$ cat src/rtl/extirq_pkg.sv
package extirq_pkg;

    localparam int SRC_N      = 8;
    localparam int DATA_W     = 32;
    localparam int VEC_W      = 7;
    localparam int IRQ0_CODE  = 48;
    localparam int CODE_BASE  = 16;

    // register word selects (byte address / 4)
    localparam int REG_SENSE  = 0;
    localparam int REG_CTRL   = 1;
    localparam int REG_MASK   = 2;
    localparam int REG_PEND   = 3;
    localparam int REG_FORCE  = 4;
    localparam int REG_VEC    = 5;

    typedef struct packed {
        logic [SRC_N-1:0] sense;   // 1 = transition sense
        logic             route;   // source 0 to machine check
        logic             mc_off;  // machine check silenced
        logic [SRC_N-1:0] mask;
        logic [SRC_N-1:0] latch;   // transition latches
        logic [SRC_N-1:0] frc;     // software force
        logic             irq;
        logic             mc;
        logic [VEC_W-1:0] vec;
    } unit_state_t;

    // source n occupies register bit DATA_W-1-n
    function automatic logic [DATA_W-1:0] src_to_reg(input logic [SRC_N-1:0] s);
        logic [DATA_W-1:0] r;
        r = '0;
        for (int n = 0; n < SRC_N; n++) r[DATA_W-1-n] = s[n];
        return r;
    endfunction

    function automatic logic [SRC_N-1:0] reg_to_src(input logic [DATA_W-1:0] r);
        logic [SRC_N-1:0] s;
        for (int n = 0; n < SRC_N; n++) s[n] = r[DATA_W-1-n];
        return s;
    endfunction

    function automatic logic [VEC_W-1:0] vec_code(input int n);
        if (n == 0) return VEC_W'(IRQ0_CODE);
        return VEC_W'(CODE_BASE + n);
    endfunction

endpackage

$ cat src/rtl/extirq_sync.sv
module extirq_sync #(
    parameter int STAGES = 2
) (
    input  logic clk,
    input  logic rst_n,
    input  logic pin_n,
    output logic active,
    output logic fell
);
    // STAGES synchroniser flops plus one history flop
    logic [STAGES:0] chain_d, chain_q;

    always_comb begin
        chain_d = {chain_q[STAGES-1:0], pin_n};
    end

    always_ff @(posedge clk) begin
        if (!rst_n) chain_q <= '1;
        else        chain_q <= chain_d;
    end

    assign active = ~chain_q[STAGES-1];
    assign fell   = chain_q[STAGES] & ~chain_q[STAGES-1];

endmodule

$ cat src/rtl/extirq_vecenc.sv
module extirq_vecenc
    import extirq_pkg::*;
(
    input  logic [SRC_N-1:0] req,
    output logic [VEC_W-1:0] code
);
    always_comb begin
        code = '0;
        // scan downward so the lowest-numbered request is kept
        for (int i = SRC_N - 1; i >= 0; i--) begin
            if (req[i]) code = vec_code(i);
        end
    end
endmodule

$ cat src/rtl/extirq_unit.sv
module extirq_unit
    import extirq_pkg::*;
#(
    parameter int ADDR_W      = 5,
    parameter int SENSE_MSB   = 15,
    parameter int SYNC_STAGES = 2
) (
    input  logic              clk,
    input  logic              rst_n,
    input  logic [SRC_N-1:0]  irq_pin_n,
    input  logic              bus_we,
    input  logic [ADDR_W-1:0] bus_addr,
    input  logic [DATA_W-1:0] bus_wdata,
    output logic [DATA_W-1:0] bus_rdata,
    output logic              irq_o,
    output logic              mcheck_o
);
    localparam int SEL_W = ADDR_W - 2;

    unit_state_t      st_d, st_q;
    logic [SEL_W-1:0] sel;
    logic [SRC_N-1:0] lvl_act, fell;
    logic [SRC_N-1:0] pend, req, clr;
    logic [VEC_W-1:0] win_code;

    assign sel = bus_addr[ADDR_W-1:2];

    for (genvar g = 0; g < SRC_N; g++) begin : g_pin
        extirq_sync #(.STAGES(SYNC_STAGES)) u_sync (
            .clk    (clk),
            .rst_n  (rst_n),
            .pin_n  (irq_pin_n[g]),
            .active (lvl_act[g]),
            .fell   (fell[g])
        );
    end

    extirq_vecenc u_enc (
        .req  (req),
        .code (win_code)
    );

    always_comb begin
        for (int n = 0; n < SRC_N; n++) begin
            pend[n] = (st_q.sense[n] ? st_q.latch[n] : lvl_act[n]) | st_q.frc[n];
        end
        req = pend & st_q.mask;
        if (st_q.route) req[0] = 1'b0;
    end

    always_comb begin
        st_d = st_q;
        clr  = '0;
        if (bus_we && sel == SEL_W'(REG_PEND)) clr = reg_to_src(bus_wdata);

        st_d.irq = |req;
        st_d.vec = win_code;
        st_d.mc  = st_q.route & ~st_q.mc_off & pend[0];

        for (int n = 0; n < SRC_N; n++) begin
            // a new edge wins over a clear in the same cycle
            st_d.latch[n] = st_q.sense[n] & ((st_q.latch[n] & ~clr[n]) | fell[n]);
        end

        if (bus_we) begin
            if (sel == SEL_W'(REG_SENSE)) begin
                for (int n = 0; n < SRC_N; n++) st_d.sense[n] = bus_wdata[SENSE_MSB-n];
            end
            if (sel == SEL_W'(REG_CTRL)) begin
                st_d.route  = bus_wdata[0];
                st_d.mc_off = bus_wdata[1];
            end
            if (sel == SEL_W'(REG_MASK))  st_d.mask = reg_to_src(bus_wdata);
            if (sel == SEL_W'(REG_FORCE)) st_d.frc  = reg_to_src(bus_wdata);
        end
    end

    always_ff @(posedge clk) begin
        if (!rst_n) st_q <= '0;
        else        st_q <= st_d;
    end

    always_comb begin
        bus_rdata = '0;
        if (sel == SEL_W'(REG_SENSE)) begin
            for (int n = 0; n < SRC_N; n++) bus_rdata[SENSE_MSB-n] = st_q.sense[n];
        end else if (sel == SEL_W'(REG_CTRL)) begin
            bus_rdata[0] = st_q.route;
            bus_rdata[1] = st_q.mc_off;
        end else if (sel == SEL_W'(REG_MASK)) begin
            bus_rdata = src_to_reg(st_q.mask);
        end else if (sel == SEL_W'(REG_PEND)) begin
            bus_rdata = src_to_reg(pend);
        end else if (sel == SEL_W'(REG_FORCE)) begin
            bus_rdata = src_to_reg(st_q.frc);
        end else if (sel == SEL_W'(REG_VEC)) begin
            bus_rdata[VEC_W-1:0] = st_q.vec;
        end
    end

    assign irq_o    = st_q.irq;
    assign mcheck_o = st_q.mc;

    // plain views for the bound checker
    logic [SRC_N-1:0] chk_mask, chk_req;
    logic [VEC_W-1:0] chk_vec;
    logic             chk_route, chk_mc_off;
    assign chk_mask   = st_q.mask;
    assign chk_req    = req;
    assign chk_vec    = st_q.vec;
    assign chk_route  = st_q.route;
    assign chk_mc_off = st_q.mc_off;

endmodule

$ cat config.mk
export PLATFORM = sky130hd
export DESIGN_NAME = extirq_unit
export DESIGN_NICKNAME = d
export VERILOG_FILES = /design/src/rtl/extirq_pkg.sv /design/src/rtl/extirq_sync.sv /design/src/rtl/extirq_vecenc.sv /design/src/rtl/extirq_unit.sv
export SDC_FILE = /design/constraint.sdc
export NUM_CORES = 1
export LEC_CHECK = 0
export BUFFER_PORTS_ARGS = -buffer_cell sky130_fd_sc_hd__buf_2
export CAP_MARGIN = 15
export CORE_UTILIZATION = 52
export DETAILED_ROUTE_END_ITERATION = 10
export PLACE_DENSITY = 0.8
export REMOVE_ABC_BUFFERS = 1
export SLEW_MARGIN = 20
export SYNTH_ARGS = -nofsm -noshare
export SYNTH_HDL_FRONTEND = slang
export SYNTH_HIERARCHICAL = 1
export SYNTH_SLANG_ARGS = --single-unit
$ cat constraint.sdc
create_clock -name clk -period 1.9 [get_ports clk]
set_clock_uncertainty 0.05 [all_clocks]
set_input_delay 0.38 -clock clk [delete_from_list [all_inputs] [get_ports clk]]
set_output_delay 0.38 -clock clk [all_outputs]
set_load 0.02 [all_outputs]
After elaboration in Yosys (flattened, before gate mapping). Index checks and enable logic that the tools add are counted.

Input bits: 48. Register bits: 67. Output and inout bits: 34. Word-level logic and storage cells: 119.

Reduce and logical (&&, ||, !) cells: 7. Equality and inequality tests: 5. Mux-type cells: 30. Bitwise gates (word level): 60.

Operators with widths (number): 32-bit two-way mux (2); 5-bit two-way mux (7); 30-bit two-way mux (1); 1-bit bitwise AND (26); 25-bit two-way mux (1); 8-bit two-way mux (3); 7-bit two-way mux (3); 1-bit NOT (17); 16-bit two-way mux (1); 1-bit bitwise OR (16); 1-bit two-way mux (10); 8-bit bitwise AND (1); 2-bit AND reduction (4); 8-bit OR reduction (1); 3-bit by 2-bit equality test with 1-bit output (second input constant) (2); 3-bit equality test (second input constant) (2); 6-bit two-way mux (1); 3-bit by 1-bit equality test with 1-bit output (second input constant) (1); 3-bit logical NOT (1); 2-bit two-way mux (1); 1-bit logical AND (1).

Logic depth before layout (Yosys ltp).
Depth after elaboration: 12. Mapped depth: 7. Gate-level depth less buffers: 7.

By module. The synthesis kept the hierarchy.

Modules (own cells, without submodules): extirq_unit (times used 1, cells an instance 247, area each 2133.3 µm², seq. area each 860.8 µm²); extirq_sync (times used 8, cells an instance 8, area each 88.8 µm², seq. area each 60.1 µm²); extirq_vecenc (times used 1, cells an instance 17, area each 106.4 µm², seq. area each 0.0 µm²).

Least setup slack after synthesis. Ideal clock, no wire load.

Kind: input -> output. Start point: input bus_addr[2]. End point: output bus_rdata[25]. Required time: 1.470 ns. Data arrival time: 1.286 ns. Path slack: 0.184 ns. Cell stages on the path: 4. Cell sequence: buf_6 > buf_2 > mux2_2 > a22o_1.

Longest elaborated chain between the ends: 6. Elaborated cells between the ends (all ways): 10.

RTL lines: from (decl) (RTL line extirq_unit.sv:12) `input logic [ADDR_W-1:0] bus_addr,`; 3-bit equality test (RTL line extirq_unit.sv:94) `end else if (sel == SEL_W'(REG_FORCE)) begin`; 25-bit two-way mux (RTL line extirq_unit.sv:94); 32-bit two-way mux (RTL line extirq_unit.sv:92) `end else if (sel == SEL_W'(REG_PEND)) begin`; 32-bit two-way mux (RTL line extirq_unit.sv:90) `end else if (sel == SEL_W'(REG_MASK)) begin`; 30-bit two-way mux (RTL line extirq_unit.sv:87) `end else if (sel == SEL_W'(REG_CTRL)) begin`; 16-bit two-way mux (*) (RTL line extirq_unit.sv:85) `if (sel == SEL_W'(REG_SENSE)) begin`; to (decl) (RTL line extirq_unit.sv:14) `output logic [DATA_W-1:0] bus_rdata,`.

Every way passes the cells marked *; elsewhere a longest branch is shown, timed or not.

Worst setup path in the final report.
Start point: register g_pin[5].u_sync.chain_q[1]. End point: output bus_rdata[26].

Longest elaborated chain between the ends: 7.

RTL lines: from (decl) (RTL line extirq_sync.sv:11) `logic [STAGES:0] chain_d, chain_q;`; from (signal assigned) (RTL line extirq_sync.sv:19) `else chain_q <= chain_d;`; 1-bit NOT (RTL line extirq_sync.sv:22) `assign active = ~chain_q[STAGES-1];`; named net lvl_act[5] (RTL line extirq_unit.sv:22) `logic [SRC_N-1:0] lvl_act, fell;`; 1-bit two-way mux (RTL line extirq_unit.sv:45) `pend[n] = (st_q.sense[n] ? st_q.latch[n] : lvl_act[n]) | st_q.frc[n];`; 1-bit bitwise OR (RTL line extirq_unit.sv:45); 32-bit two-way mux (RTL line extirq_unit.sv:92); 32-bit two-way mux (RTL line extirq_unit.sv:90); 30-bit two-way mux (RTL line extirq_unit.sv:87); 16-bit two-way mux (RTL line extirq_unit.sv:85).

The timed path passes the listed nets, and every way through them passes these cells.

==> impl_metrics.py <==
metrics = {
    "critical_path": {
        "end_kind": "output pin",
        "critical_path_arrival_ns": 1.61,
        "timing.setup.critical_path_class": "reg2out",
        "crit_required_ns": 1.47,
        "critPathMaxFanout": 3,
        "start_kind": "flop",
    },
    "global_routing": {
        "global_route.overflow_total": 0,
        "grt_antenna_before_repair": 0,
        "grt_pass1_wl_um": 10500,
        "grt_usage_pct": 23.0,
        "maximum_number_of_pins_on_one_net_before_global_route_repair": 41,
        "vias_in_the_first_global_route": 2325,
    },
    "detailed_routing": {
        "met3_length_um": 285,
        "wl_per_cell_um": 13.3,
        "vias_per_cell": 5.02,
        "routed_metal_1_wire_length_um": 2750,
        "first_iter_violations": 140,
        "wl_met2_um": 3280,
        "post-route-drc-count": 0,
        "antenna_violating_nets_post_route": 0,
        "drtPass1Iterations": 4,
        "detailroute.via_count": 2464,
        "drt-total-wl_um": 6520,
        "top_layer_used": "met4",
    },
    "power": {
        "p_total_mw": 2.95,
        "ir_drop_v": 0.000495,
        "p_leak_nw": 1.65,
        "cellPowerDensity_nw_per_um2": 790,
    },
    "sta": {
        "timing.final.hold_violations": 0,
        "max_freq_mhz": 491,
        "worst_slew_margin_rel_pct": 62.4,
        "rsz0062_at_grt": "yes",
        "min_period_ns": 2.04,
        "setup-violations-final": 6,
        "layout_worst_path_cycle_share_pct": 107,
        "postLayoutSetupSlackWorst_ns": -0.135,
        "report.final.slew_viol_count": 0,
        "worst-slew-pin-transition_ns": 0.559,
    },
    "placement": {
        "placement.io_buffers": 56,
        "dp_hpwl_um": 4410,
        "placement.setup.worst_slack_ns": 0.0107,
        "detailed_place.area_um2": 3350,
        "gpl_congestion": 0.843,
    },
    "synthesis": {
        "synth-edff-count": 0,
        "synthesis.area_um2": 2950,
        "ys_seq_elements": 67,
        "synth_top_area_share_pct": 45.5,
        "yosysUniqueCellTypes": 41,
        "synth-warning-count": 6,
        "synth.area.top_cells": "sky130_fd_sc_hd__dfxtp_1 (45%), sky130_fd_sc_hd__nand2_1 (6.5%), sky130_fd_sc_hd__nand2b_1 (5.3%), sky130_fd_sc_hd__a21oi_1 (4.6%), sky130_fd_sc_hd__mux2i_1 (4.4%)",
        "synth_top_cell_by_area": "sky130_fd_sc_hd__dfxtp_1",
        "synthesis.instances": 328,
        "yosys-top-cells-count": "sky130_fd_sc_hd__dfxtp_1 (67), sky130_fd_sc_hd__nand2_1 (51), sky130_fd_sc_hd__a21oi_1 (27)",
        "synth.most_common_cell": "sky130_fd_sc_hd__dfxtp_1",
        "yosysSeqAreaShare_pct": 45.5,
        "synth-async-reset-ratio_pct": 0,
        "ys.flop_type": "sky130_fd_sc_hd__dfxtp_1",
        "synth.avg_cell_area_um2": 8.99,
    },
    "clocking": {
        "tritoncts_clock_tree": "built",
        "clock_buffer_count_from_cts": 9,
        "ctsRootBufferMaster": "sky130_fd_sc_hd__clkbuf_8",
        "clock_path_buffers": 2,
        "clock_sink_count": 67,
        "clock_transition_at_the_register_clock_pins_on_the_worst_setup_and_hold_paths_after_cts_ns": 0.07,
        "hold_buffer_count_at_cts": 0,
        "ctsHtreeMaxLevel": 3,
        "worst_skew_pair.late_latency_ns": 0.34,
    },
    "die": {
        "height_of_the_die_um": 77.3,
        "floorplan.die_area_um2": 5980,
        "io_pins": 82,
        "std_cell_rows": 27,
        "placeable_area_um2": 5470,
        "initial_utilization_pct": 53.9,
        "die_x_um": 77.3,
    },
    "worst_hold_path": {
        "timing.hold.worst.class": "in2reg",
    },
    "status": {
        "failing_checks": "setup timing",
        "outcome": "complete, but fails checks",
    },
    "cells_and_area": {
        "nNetsFinal": 462,
        "postLayoutCellArea_um2": 3730,
        "syn2layout_area_growth_pct": 26.3,
        "post_route_cells_drive_above_1_share_pct": 35.1,
        "antennaDiodeCount": 0,
        "nFillCells": 459,
    },
    "job": {
        "cap_viol_max_count": 0,
    },
}
[area by class of cell]
type                       count  area (um2)  share of cell area [%]
timing repair buffer          89         569                    15.3
sequential                    67        1360                    36.5
clock inverter                 1        30.0                   0.806
inverter                      12        45.0                    1.21
clock buffer                  15         176                    4.73
multi-input combinational    235        1460                    39.1
tap                           72        90.1                    2.42
[per-stage QoR]
step                      utilization (%)  hold slack (ns)  TNS (ns)  cells
after CTS                            67.6            0.155    -0.752    489
after global placement               61.2            0.338         0    464
after global routing                 68.1            0.168    -0.917    491
after floorplan                         -            0.336         0    314
after detailed placement             61.2            0.348         0    464
final                                68.1            0.166    -0.688    491
[cells in the final DEF (no fill, tap or decap), types with 2 or more instances in the layout]
cell type / netlist / routed
sky130_fd_sc_hd__mux2_4: 2 / 9
sky130_fd_sc_hd__a211oi_1: 2 / 2
sky130_fd_sc_hd__conb_1: 2 / 11
sky130_fd_sc_hd__and3_2: 5 / 5
sky130_fd_sc_hd__nor4_1: 2 / 2
sky130_fd_sc_hd__o21a_1: 6 / 6
sky130_fd_sc_hd__a21oi_1: 27 / 27
sky130_fd_sc_hd__nor2_1: 26 / 26
sky130_fd_sc_hd__nand2_1: 51 / 51
sky130_fd_sc_hd__mux2_2: 10 / 3
sky130_fd_sc_hd__dfxtp_1: 67 / 53
sky130_fd_sc_hd__inv_2: 0 / 2
sky130_fd_sc_hd__clkbuf_8: 0 / 12
sky130_fd_sc_hd__clkbuf_1: 3 / 3
sky130_fd_sc_hd__mux2i_1: 13 / 13
sky130_fd_sc_hd__buf_2: 3 / 50
sky130_fd_sc_hd__nor2b_1: 12 / 11
sky130_fd_sc_hd__and2_1: 16 / 16
sky130_fd_sc_hd__dfxtp_2: 0 / 14
sky130_fd_sc_hd__nand2b_4: 2 / 2
sky130_fd_sc_hd__inv_1: 11 / 9
sky130_fd_sc_hd__a22o_1: 7 / 7
sky130_fd_sc_hd__buf_4: 13 / 32
sky130_fd_sc_hd__nand2b_1: 25 / 25
sky130_fd_sc_hd__buf_6: 4 / 7
[routing by layer]
layer  GRT usage (%)  vias to the layer above
met1            25.6                     1150
met3            3.81                       18
li1                -                     1227
met2            40.7                       69
met5               0                        -
met4            14.0                        0
[worst max-delay path, stage by stage (launching register included)]
cell and delay (ns):
sky130_fd_sc_hd__dfxtp_2 0.36, sky130_fd_sc_hd__inv_2 0.04, sky130_fd_sc_hd__mux2_4 0.27, sky130_fd_sc_hd__mux2_4 0.26, sky130_fd_sc_hd__a22o_1 0.21, sky130_fd_sc_hd__buf_6 0.13
[cell families after synthesis]
| family | Yosys count | share of synthesized area, % |
|---|---|---|
| and+or+nand+nor | 149 | 27.1 |
| buffers and inverters | 35 | 7.25 |
| other | 2 | 0.255 |
| DFF | 67 | 45.5 |
| muxes | 25 | 9.25 |
| AOI/OAI and AO/OA | 50 | 10.7 |
[timing repair]
action | in CTS | in global routing
resized for setup | 31 | 6
setup endpoints to repair | 8 | 13
setup buffers | 9 | 2
pin swaps | 0 | 2
[report_power, final]
part | leakage [nW] | switching, mW | total (mW) | internal, mW
registers | 0.547 | 0.0174 | 1.46 | 1.44
clock network | 0.104 | 0.499 | 1.22 | 0.716
logic | 0.995 | 0.145 | 0.271 | 0.126
total | 1.65 | 0.662 | 2.95 | 2.28
[sequential cells by signal (all words and copies together), names as in the netlist]
register / cells
g_pin.u_sync/chain_q: 24
st_q: 24
chk_mask: 8
chk_vec: 7
chk_mc_off: 1
chk_route: 1
irq_o: 1
mcheck_o: 1
[path summary, 6_finish.rpt]
kind / start / endpoint / cells past startpoint / slack [ns]
max: g_pin[5].u_sync/chain_q[1]$_SDFF_PN1_ / bus_rdata[26] / 5 / -0.14
min: irq_pin_n[3] / g_pin[3].u_sync/chain_q[0]$_SDFF_PN1_ / 2 / 0.17
max reg2reg: st_q[41]$_SDFFE_PN0P_ / chk_vec[4]$_SDFF_PN0_ / 6 / 0.11
min reg2reg: g_pin[5].u_sync/chain_q[0]$_SDFF_PN1_ / g_pin[5].u_sync/chain_q[1]$_SDFF_PN1_ / 1 / 0.36
(Power assumes the default switching activity.)
